`src/rtl/poll_pkg.sv`:
```
package poll_pkg;
  typedef enum logic [1:0] {
    PH_IDLE,
    PH_POLL,
    PH_RECHK,
    PH_CONFIRM
  } phase_e;

  typedef struct packed {
    logic match;
    logic err_flag;
  } judge_t;
endpackage

```
`src/rtl/poll_rst_sync.sv`:
```
module poll_rst_sync #(
  parameter int STAGES = 2
) (
  input  logic clk,
  input  logic rst_n,
  output logic rst_sync_n
);
  logic [STAGES-1:0] chain_q;

  always_ff @(posedge clk or negedge rst_n) begin
    if (!rst_n) chain_q <= '0;
    else        chain_q <= {chain_q[STAGES-2:0], 1'b1};
  end

  assign rst_sync_n = chain_q[STAGES-1];
endmodule

```
`src/rtl/poll_judge.sv`:
```
module poll_judge
  import poll_pkg::*;
#(
  parameter int DATA_W     = 8,
  parameter int STATUS_BIT = 7,
  parameter int ERR_BIT    = 5
) (
  input  logic [DATA_W-1:0] byte_i,
  input  logic              exp_bit_i,
  output judge_t            judge_o
);
  always_comb begin
    judge_o.match    = (byte_i[STATUS_BIT] == exp_bit_i);
    judge_o.err_flag = byte_i[ERR_BIT];
  end
endmodule

```
`src/rtl/poll_budget.sv`:
```
module poll_budget #(
  parameter int MAX_POLLS = 16
) (
  input  logic clk,
  input  logic rst_n,
  input  logic clear_i,
  input  logic step_i,
  output logic last_o
);
  localparam int CW = (MAX_POLLS > 1) ? $clog2(MAX_POLLS) : 1;
  localparam logic [CW-1:0] LAST_VAL = CW'(MAX_POLLS - 1);

  logic [CW-1:0] cnt_q, cnt_d;
  logic          cnt_en;

  always_comb begin
    cnt_en = clear_i | step_i;
    cnt_d  = clear_i ? '0 : cnt_q + 1'b1;
  end

  always_ff @(posedge clk or negedge rst_n) begin
    if (!rst_n)      cnt_q <= '0;
    else if (cnt_en) cnt_q <= cnt_d;
  end

  assign last_o = (cnt_q == LAST_VAL);
endmodule

```
`src/rtl/poll_seq.sv`:
```
module poll_seq
  import poll_pkg::*;
(
  input  logic   clk,
  input  logic   rst_n,
  input  logic   start_i,
  input  logic   erase_i,
  input  logic   exp_bit_i,
  input  logic   rd_vld_i,
  input  judge_t judge_i,
  input  logic   last_i,
  output logic   rd_req_o,
  output logic   exp_bit_o,
  output logic   accept_o,
  output logic   bud_clr_o,
  output logic   bud_step_o,
  output logic   fin_o,
  output logic   fin_pass_o
);
  phase_e ph_q, ph_d;
  logic   exp_q, exp_d;

  always_comb begin
    ph_d       = ph_q;
    exp_d      = exp_q;
    accept_o   = 1'b0;
    bud_clr_o  = 1'b0;
    bud_step_o = 1'b0;
    fin_o      = 1'b0;
    fin_pass_o = 1'b0;
    unique case (ph_q)
      PH_IDLE: begin
        if (start_i) begin
          accept_o  = 1'b1;
          bud_clr_o = 1'b1;
          exp_d     = erase_i ? 1'b1 : exp_bit_i;
          ph_d      = PH_POLL;
        end
      end
      PH_POLL: begin
        if (rd_vld_i) begin
          if (judge_i.match) begin
            ph_d = PH_CONFIRM;
          end else if (judge_i.err_flag) begin
            ph_d = PH_RECHK;
          end else if (last_i) begin
            fin_o = 1'b1;
            ph_d  = PH_IDLE;
          end else begin
            bud_step_o = 1'b1;
          end
        end
      end
      PH_RECHK: begin
        if (rd_vld_i) begin
          if (judge_i.match) begin
            ph_d = PH_CONFIRM;
          end else begin
            fin_o = 1'b1;
            ph_d  = PH_IDLE;
          end
        end
      end
      PH_CONFIRM: begin
        if (rd_vld_i) begin
          fin_o      = 1'b1;
          fin_pass_o = 1'b1;
          ph_d       = PH_IDLE;
        end
      end
      default: ph_d = PH_IDLE;
    endcase
  end

  always_ff @(posedge clk or negedge rst_n) begin
    if (!rst_n) begin
      ph_q  <= PH_IDLE;
      exp_q <= 1'b0;
    end else begin
      ph_q <= ph_d;
      if (accept_o) exp_q <= exp_d;
    end
  end

  assign rd_req_o  = (ph_q != PH_IDLE);
  assign exp_bit_o = exp_q;
endmodule

```
`src/rtl/poll_result.sv`:
```
module poll_result #(
  parameter int DATA_W = 8
) (
  input  logic              clk,
  input  logic              rst_n,
  input  logic              accept_i,
  input  logic              fin_i,
  input  logic              fin_pass_i,
  input  logic [DATA_W-1:0] byte_i,
  output logic              done_o,
  output logic              pass_o,
  output logic              fail_o,
  output logic [DATA_W-1:0] data_o
);
  logic              done_q, pass_q, fail_q;
  logic              pass_d, fail_d, flag_en;
  logic [DATA_W-1:0] data_q;

  always_comb begin
    flag_en = accept_i | fin_i;
    pass_d  = fin_i & fin_pass_i;
    fail_d  = fin_i & ~fin_pass_i;
  end

  always_ff @(posedge clk or negedge rst_n) begin
    if (!rst_n) begin
      done_q <= 1'b0;
      pass_q <= 1'b0;
      fail_q <= 1'b0;
      data_q <= '0;
    end else begin
      done_q <= fin_i;
      if (flag_en) begin
        pass_q <= pass_d;
        fail_q <= fail_d;
      end
      if (fin_i) data_q <= byte_i;
    end
  end

  assign done_o = done_q;
  assign pass_o = pass_q;
  assign fail_o = fail_q;
  assign data_o = data_q;
endmodule

```
`src/rtl/flash_poll_verifier.sv`:
```
module flash_poll_verifier
  import poll_pkg::*;
#(
  parameter int DATA_W     = 8,
  parameter int STATUS_BIT = 7,
  parameter int ERR_BIT    = 5,
  parameter int MAX_POLLS  = 16
) (
  input  logic              clk,
  input  logic              rst_n,
  input  logic              start_i,
  input  logic              erase_i,
  input  logic [DATA_W-1:0] exp_data_i,
  output logic              rd_req_o,
  input  logic [DATA_W-1:0] rd_data_i,
  input  logic              rd_vld_i,
  output logic              done_o,
  output logic              pass_o,
  output logic              fail_o,
  output logic [DATA_W-1:0] final_data_o
);
  logic   rst_int_n;
  logic   exp_bit, accept, bud_clr, bud_step, last, fin, fin_pass;
  judge_t judge;

  poll_rst_sync #(.STAGES(2)) u_rst (
    .clk        (clk),
    .rst_n      (rst_n),
    .rst_sync_n (rst_int_n)
  );

  poll_judge #(
    .DATA_W     (DATA_W),
    .STATUS_BIT (STATUS_BIT),
    .ERR_BIT    (ERR_BIT)
  ) u_judge (
    .byte_i    (rd_data_i),
    .exp_bit_i (exp_bit),
    .judge_o   (judge)
  );

  poll_budget #(.MAX_POLLS(MAX_POLLS)) u_budget (
    .clk     (clk),
    .rst_n   (rst_int_n),
    .clear_i (bud_clr),
    .step_i  (bud_step),
    .last_o  (last)
  );

  poll_seq u_seq (
    .clk        (clk),
    .rst_n      (rst_int_n),
    .start_i    (start_i),
    .erase_i    (erase_i),
    .exp_bit_i  (exp_data_i[STATUS_BIT]),
    .rd_vld_i   (rd_vld_i),
    .judge_i    (judge),
    .last_i     (last),
    .rd_req_o   (rd_req_o),
    .exp_bit_o  (exp_bit),
    .accept_o   (accept),
    .bud_clr_o  (bud_clr),
    .bud_step_o (bud_step),
    .fin_o      (fin),
    .fin_pass_o (fin_pass)
  );

  poll_result #(.DATA_W(DATA_W)) u_result (
    .clk        (clk),
    .rst_n      (rst_int_n),
    .accept_i   (accept),
    .fin_i      (fin),
    .fin_pass_i (fin_pass),
    .byte_i     (rd_data_i),
    .done_o     (done_o),
    .pass_o     (pass_o),
    .fail_o     (fail_o),
    .data_o     (final_data_o)
  );
endmodule

```
`config.mk`:
```
export PLATFORM = sky130hd
export DESIGN_NAME = flash_poll_verifier
export DESIGN_NICKNAME = d
export VERILOG_FILES = /design/src/rtl/poll_pkg.sv /design/src/rtl/poll_rst_sync.sv /design/src/rtl/poll_judge.sv /design/src/rtl/poll_budget.sv /design/src/rtl/poll_seq.sv /design/src/rtl/poll_result.sv /design/src/rtl/flash_poll_verifier.sv
export SDC_FILE = /design/constraint.sdc
export NUM_CORES = 1
export LEC_CHECK = 0
export ABC_CLOCK_PERIOD_IN_PS = 2500
export BUFFER_PORTS_ARGS = -buffer_cell sky130_fd_sc_hd__buf_4
export CAP_MARGIN = 15
export CORE_MARGIN = 8
export CORE_UTILIZATION = 52
export CTS_CLUSTER_DIAMETER = 50
export DETAILED_ROUTE_END_ITERATION = 10
export MAX_ROUTING_LAYER = met4
export PLACE_DENSITY = 0.82
export SYNTH_ARGS = -nofsm -noshare
export SYNTH_HDL_FRONTEND = slang
export SYNTH_HIERARCHICAL = 1
export SYNTH_SLANG_ARGS = --single-unit
```
`constraint.sdc`:
```
create_clock -name clk -period 2.5 [get_ports clk]
set_input_delay 0.5 -clock clk [delete_from_list [all_inputs] [get_ports clk]]
set_output_delay 0.5 -clock clk [all_outputs]
set_load 0.01 [all_outputs]
```
==> results_dict.tcl, run 1 <==
set metrics [dict create \
    hold_viol 0 \
    synthTopCellsByArea "dfrtp_1, mux2_4, ha_1, nor2_1, inv_1" \
    ys_warn_count 6 \
    synth_edf_count 0 \
    setup_tns_ns 0 \
    detail_route.wirelength_um 1990 \
    fill_cells 146 \
    synthesis.area_um2 1010 \
    worstMarginPinSlew_ns 0.738 \
    drt_iter0_markers 6 \
    detail_route.wl_per_cell_um 14.6 \
    arrival_ns 2.21 \
    drtPass1Iterations 4 \
    num_rows 16 \
    grt-ovfl-total 0 \
    port_buffers 25 \
    drc 0 \
    die_area_um2 3600 \
    grt_antenna_before_repair 0 \
    grt_usage_pct 12.3 \
    synthesis.nets 107 \
    clock_sinks 20 \
    synth_seq_area_share_pct 49.8 \
    diodes 0 \
    start_util_pct 52.9 \
    crit_type "reg -> reg" \
    drive_gt1_share_pct 44.0 \
    setup_viol 0 \
    yosysMostFrequentCell "dfrtp_1" \
    grt_pass1_wl_um 3250 \
    cts_made_buffers 3 \
    syn2layout_area_growth_pct 27.6 \
    synth_largest_area_cell "dfrtp_1" \
    path_clk_slew_ns 0.13 \
    grt_max_degree 19 \
    clock_latency_ns 0.31 \
    slew_viol_final 0 \
    ys_ff_latch 20 \
    vias 646 \
    startpoint_type "register" \
    cts_resized 0 \
    yosys_most_used_dff "dfrtp_1" \
    ioPinCount 33 \
    rsz0062_at_grt "false" \
    clockBufferDepth 2 \
    cap_violations 0 \
    power_density_nw_per_um2 1090 \
    layout_min_cycle_time_ns 2.00 \
    required_ns 2.71 \
    rrSetupSlack_ns 0.50 \
    routed_via_density 4.75 \
    synth_cell_types 28 \
    die_y_um 60.0 \
    post_synth.cell_area_avg_um2 12.6 \
    ir_worst_vdd_uv 674 \
    fmax_mhz 500 \
    fin_crit_sh_pct 80.1 \
    nNetsFinal 137 \
    skew_ns 0.0147 \
    grt_pass1_vias 709 \
    root_buffer "clkbuf_4" \
    async_flop_share_pct 100 \
    cts_max_level 1 \
    crit_fanout 3 \
    gp_congestion 0.827 \
    cts_tree "yes" \
    die_w_um 60.0 \
    yosysTopAreaCellShare_pct 49.8 \
    core_area_um2 1900 \
    ant_nets 0 \
    regArea_um2 500 \
    power_w 0.00139 \
    multi_input_area_um2 462 \
    dpl.hpwl_um 1560 \
    maxSlewHeadroom_pct 50.8 \
    p_leak_nw 0.637 \
    hold_class "reg -> async" \
    outcome "finished, final reports clean" \
    worstSetupEndpointType "register" \
    synthTopCellsByCount "dfrtp_1, mux2_4, nor2_1" \
    synthCells 80 \
]
==> kinds of logic (layout without fill, tap and decap cells) <==
logic type                 Yosys count  count (layout)  synth area share, %
other                                1               1                0.373
muxes                               12              12                 16.5
buffers and inverters                9              38                 4.85
DFF                                 20              20                 49.8
AOI/OAI and AO/OA                   11              11                 8.21
xor gates and xnor gates             2               2                 1.74
and+or+nand+nor                     19              19                 11.1
adders and majority gates            6               6                 7.46
==> metal layers <==
metal | GRT usage [%] | up-vias | part of all wire, %
met5 | - | - | 0
met4 | 5.10 | 0 | 0.70
met3 | 2.80 | 2 | 4.6
met2 | 21.5 | 10 | 53
met1 | 12.9 | 308 | 41
li1 | - | 326 | -
==> state kept, by name, indices dropped and copies added, names as in the netlist <==
signal / count
u_result/data_o: 8
u_budget/cnt_q: 4
u_rst/chain_q: 2
u_seq/ph_q: 2
u_result/done_o: 1
u_result/fail_o: 1
u_result/pass_o: 1
u_seq/exp_bit_o: 1
==> critical path, stage by stage, from the launching register on <==
cell     delay (ns)
dfrtp_1        0.42
ha_1           0.23
and3_1         0.16
or4b_4         0.49
nor2_1         0.17
nand4_1        0.13
mux2_4         0.31
==> stage by stage <==
stage	area, um^2	hold WS [ns]	util [%]	setup WS (ns)	std cells
after CTS	1280	0.339	67.5	0.481	136
after detailed placement	1220	0.283	64.2	0.401	131
final	1280	0.312	67.5	0.499	136
after floorplan	1010	0.204	-	0.417	80
after global routing	1280	0.381	67.5	0.384	136
after global placement	1220	0.282	64.2	0.416	131
==> path summary, 6_finish.rpt <==
path,end,start,depth (start not counted)
min reg2reg,u_result/data_o[6]$_DFFE_PN0P_,u_rst/chain_q[1]$_DFF_PN0_,0
min in group clk,u_rst/chain_q[1]$_DFF_PN0_,u_rst/chain_q[0]$_DFF_PN0_,0
max in group asynchronous,u_seq/exp_bit_o$_DFFE_PN0P_,u_rst/chain_q[1]$_DFF_PN0_,0
min,u_result/data_o[6]$_DFFE_PN0P_,u_rst/chain_q[1]$_DFF_PN0_,0
max reg2reg,u_budget/cnt_q[3]$_DFFE_PN0P_,u_budget/cnt_q[0]$_DFFE_PN0P_,6
max,u_budget/cnt_q[3]$_DFFE_PN0P_,u_budget/cnt_q[0]$_DFFE_PN0P_,6
==> placed cells by master (no fill, tap or decap), types with 2 or more instances in the layout <==
cell	instances
buf_4	27
a22o_1	2
ha_1	6
o21ai_0	2
a21oi_1	3
mux2i_1	2
xnor2_1	2
nor2b_1	2
nor2_1	8
clkbuf_4	3
inv_1	6
dfrtp_1	20
mux2_4	9
==> power by group <==
group	total, W	switching, W	internal, W
sequential	0.000505	0.0000742	0.000431
combinational	0.000622	0.000269	0.000352
clock	0.000266	0.000104	0.000162
total	0.00139	0.000448	0.000946
==> cell type report <==
type                    instances  share of cell area, %
clock buffers                   3                   1.75
multi-input cells              51                   36.0
repair buffers                 28                   16.6
inverters                       6                   1.75
flip-flops and latches         20                   39.0
clock inverters                 1                   2.34
well taps                      27                   2.63
==> repair_timing <==
item                       in CTS  in global routing
buffers inserted                0                  0
hold endpoints to repair        2                  0
setup endpoints to repair       0                  0
hold buffers                    1                  0
Note: power is estimated with default switching activity, not from simulation.
==> inputs of run 2 (changes only) <==
ABC_CLOCK_PERIOD_IN_PS = 1670   (was 2500)
CORE_UTILIZATION = 44   (was 52)
PLACE_DENSITY = 0.74   (was 0.82)
clock period = 1.67 ns   (was 2.5 ns; I/O delays follow)
==> run 2 against run 1 <==
  * Global-route usage increased by 0.27 points
  * Highest routed layer unchanged
  * Clock skew decreased by 0.0090 ns
  * Clock power increased by 50%
  * The run now ends with negative setup slack left
  * Register-to-register slack got worse by 0.69 ns
  * Sequential share of layout area decreased by 4.8 points
==> results_dict.tcl, run 2 (synthesized netlist as in run 1, its figures left out) <==
set metrics [dict create \
    vias 762 \
    cp_slowest_cell "or4b_4" \
    startpoint_type "register" \
    crit_fanout 2 \
    drc 0 \
    nNetsFinal 156 \
    setup_slack_ns -0.193 \
    final_area_um2 1460 \
    worstMarginPinSlew_ns 0.732 \
    hold_viol 0 \
    arrival_ns 2.07 \
    hold_start "rd_data_i[1]" \
    port_buffers 25 \
    grt-ovfl-total 0 \
    hold_class "in -> reg" \
    grt_max_degree 19 \
    cts_tree "yes" \
    post-place-ws_ns -0.230 \
    cap_violations 0 \
    final_util_pct 66.8 \
    slew_viol_final 0 \
    grt_pass1_vias 896 \
    gp_congestion 0.857 \
    power_frac_clock_pct 17.1 \
    p_leak_nw 0.734 \
    power_density_nw_per_um2 1590 \
    setup_tns_ns -1.97 \
    required_ns 1.87 \
    ioPinCount 33 \
    skew_ns 0.00576 \
    drtPass1Iterations 4 \
    whs_ns 0.255 \
    worst-path-buf-inv 0 \
    syn2layout_area_growth_pct 45.4 \
    die_y_um 63.8 \
    p_seq_share_pct 32.5 \
    clock_latency_ns 0.30 \
    detail_route.wirelength_um 2320 \
    clockBufferDepth 2 \
    cp_top_family "simple AND/OR/NAND/NOR gates" \
    grt_use_met1_pct 12.0 \
    final_cell_mix "buf_4, dfrtp_1, mux2_4" \
    maxSlewHeadroom_pct 51.2 \
    routed_via_density 4.88 \
    path_clk_slew_ns 0.12 \
    start_util_pct 45.9 \
    worstSetupEndpointType "register" \
    layout_min_cycle_time_ns 1.86 \
    p_int_w 0.00159 \
    grt_pass1_wl_um 4020 \
    num_rows 17 \
    grt_use_met2_pct 23.1 \
    slowest_delay_ns 0.51 \
    detail_route.wl_per_cell_um 14.9 \
    drive_gt1_share_pct 57.0 \
    grt-busiest-layer "met2" \
    net-switching-power_w 0.000734 \
    fmax_mhz 537 \
    diodes 0 \
    rsz0062_at_grt "true" \
    cts_max_level 1 \
    crit_start "u_budget/cnt_q[0]$_DFFE_PN0P_" \
    rr_startpoint "u_budget/cnt_q[0]$_DFFE_PN0P_" \
    setup_viol 16 \
    violations "negative setup slack" \
    met3_usage_pct 3.83 \
    crit_type "reg -> reg" \
    crit_chain "ha_2 -> and3_4 -> or4b_4 -> nor2_4 -> nand4_1 -> mux2_4" \
    switching_share_pct 31.6 \
    die_w_um 63.8 \
    clock_sinks 20 \
    fin_crit_sh_pct 112 \
    ir_worst_vdd_uv 883 \
    grt_usage_pct 12.5 \
    cts_made_buffers 3 \
    grt_antenna_before_repair 0 \
    drt_iter0_markers 32 \
    die_area_um2 4070 \
    outcome "complete, but fails checks" \
    ant_nets 0 \
    core_area_um2 2190 \
    comb_power_share_pct 50.4 \
    mostFrequentLayoutCell "buf_4" \
    placed_cell_area_um2 1360 \
    fill_cells 170 \
    largest_reg_flops 8 \
    dpl.hpwl_um 1730 \
    root_buffer "clkbuf_4" \
]
run 2: final timing paths:
| check | endpoint | slack, ns | depth (start not counted) |
|---|---|---|---|
| worst min-delay path | u_result/data_o[1]$_DFFE_PN0P_ | 0.26 | 2 |
| worst max register to register | u_budget/cnt_q[3]$_DFFE_PN0P_ | -0.19 | 6 |
| worst max-delay path | u_budget/cnt_q[3]$_DFFE_PN0P_ | -0.19 | 6 |
| worst min register to register | u_budget/cnt_q[3]$_DFFE_PN0P_ | 0.30 | 0 |
| max in group asynchronous | u_result/fail_o$_DFFE_PN0P_ | 0.90 | 0 |
| min in group asynchronous | u_budget/cnt_q[3]$_DFFE_PN0P_ | 0.30 | 0 |
run 2: through the flow:
stage               std cells  power (W)
floorplan                  80    0.00139
global placement          147    0.00185
detailed placement        147    0.00190
CTS                       156    0.00234
global route              156    0.00248
finish                    156    0.00232
run 2: routing by layer:
metal / part of all wire (%) / up-vias / wire, um
met5: 0 / - / 0
met4: 1.2 / 0 / 27
met3: 4.1 / 4 / 96
met2: 56 / 18 / 1290
met1: 39 / 374 / 905
li1: - / 366 / -
run 2: timing repair:
item                                   CTS  global route
setup buffers                            3             0
cloned                                   1             0
pin swaps                                3             1
endpoints found under the hold margin    2             0
setup endpoints to repair               16            16
resized for setup                        5             0
hold buffers                             1             0
run 2: cell type report:
type / count / area (um^2) / share of cell area (%)
Tap cell: 28 / 35.0 / 2.40
Timing Repair Buffer: 47 / 363 / 24.8
Multi-Input combinational cell: 51 / 489 / 33.4
Inverter: 6 / 22.5 / 1.54
Sequential cell: 20 / 500 / 34.2
Clock buffer: 3 / 22.5 / 1.54
Clock inverter: 1 / 30.0 / 2.05
run 2: power groups by stage:
stage	clock, W	sequential, W	combinational, W
after global placement	0	0.000752	0.00110
final	0.000398	0.000754	0.00117
after CTS	0.000409	0.000757	0.00117
after floorplan	0	0.000806	0.000586
after global routing	0.000430	0.000772	0.00128
after detailed placement	0	0.000767	0.00113
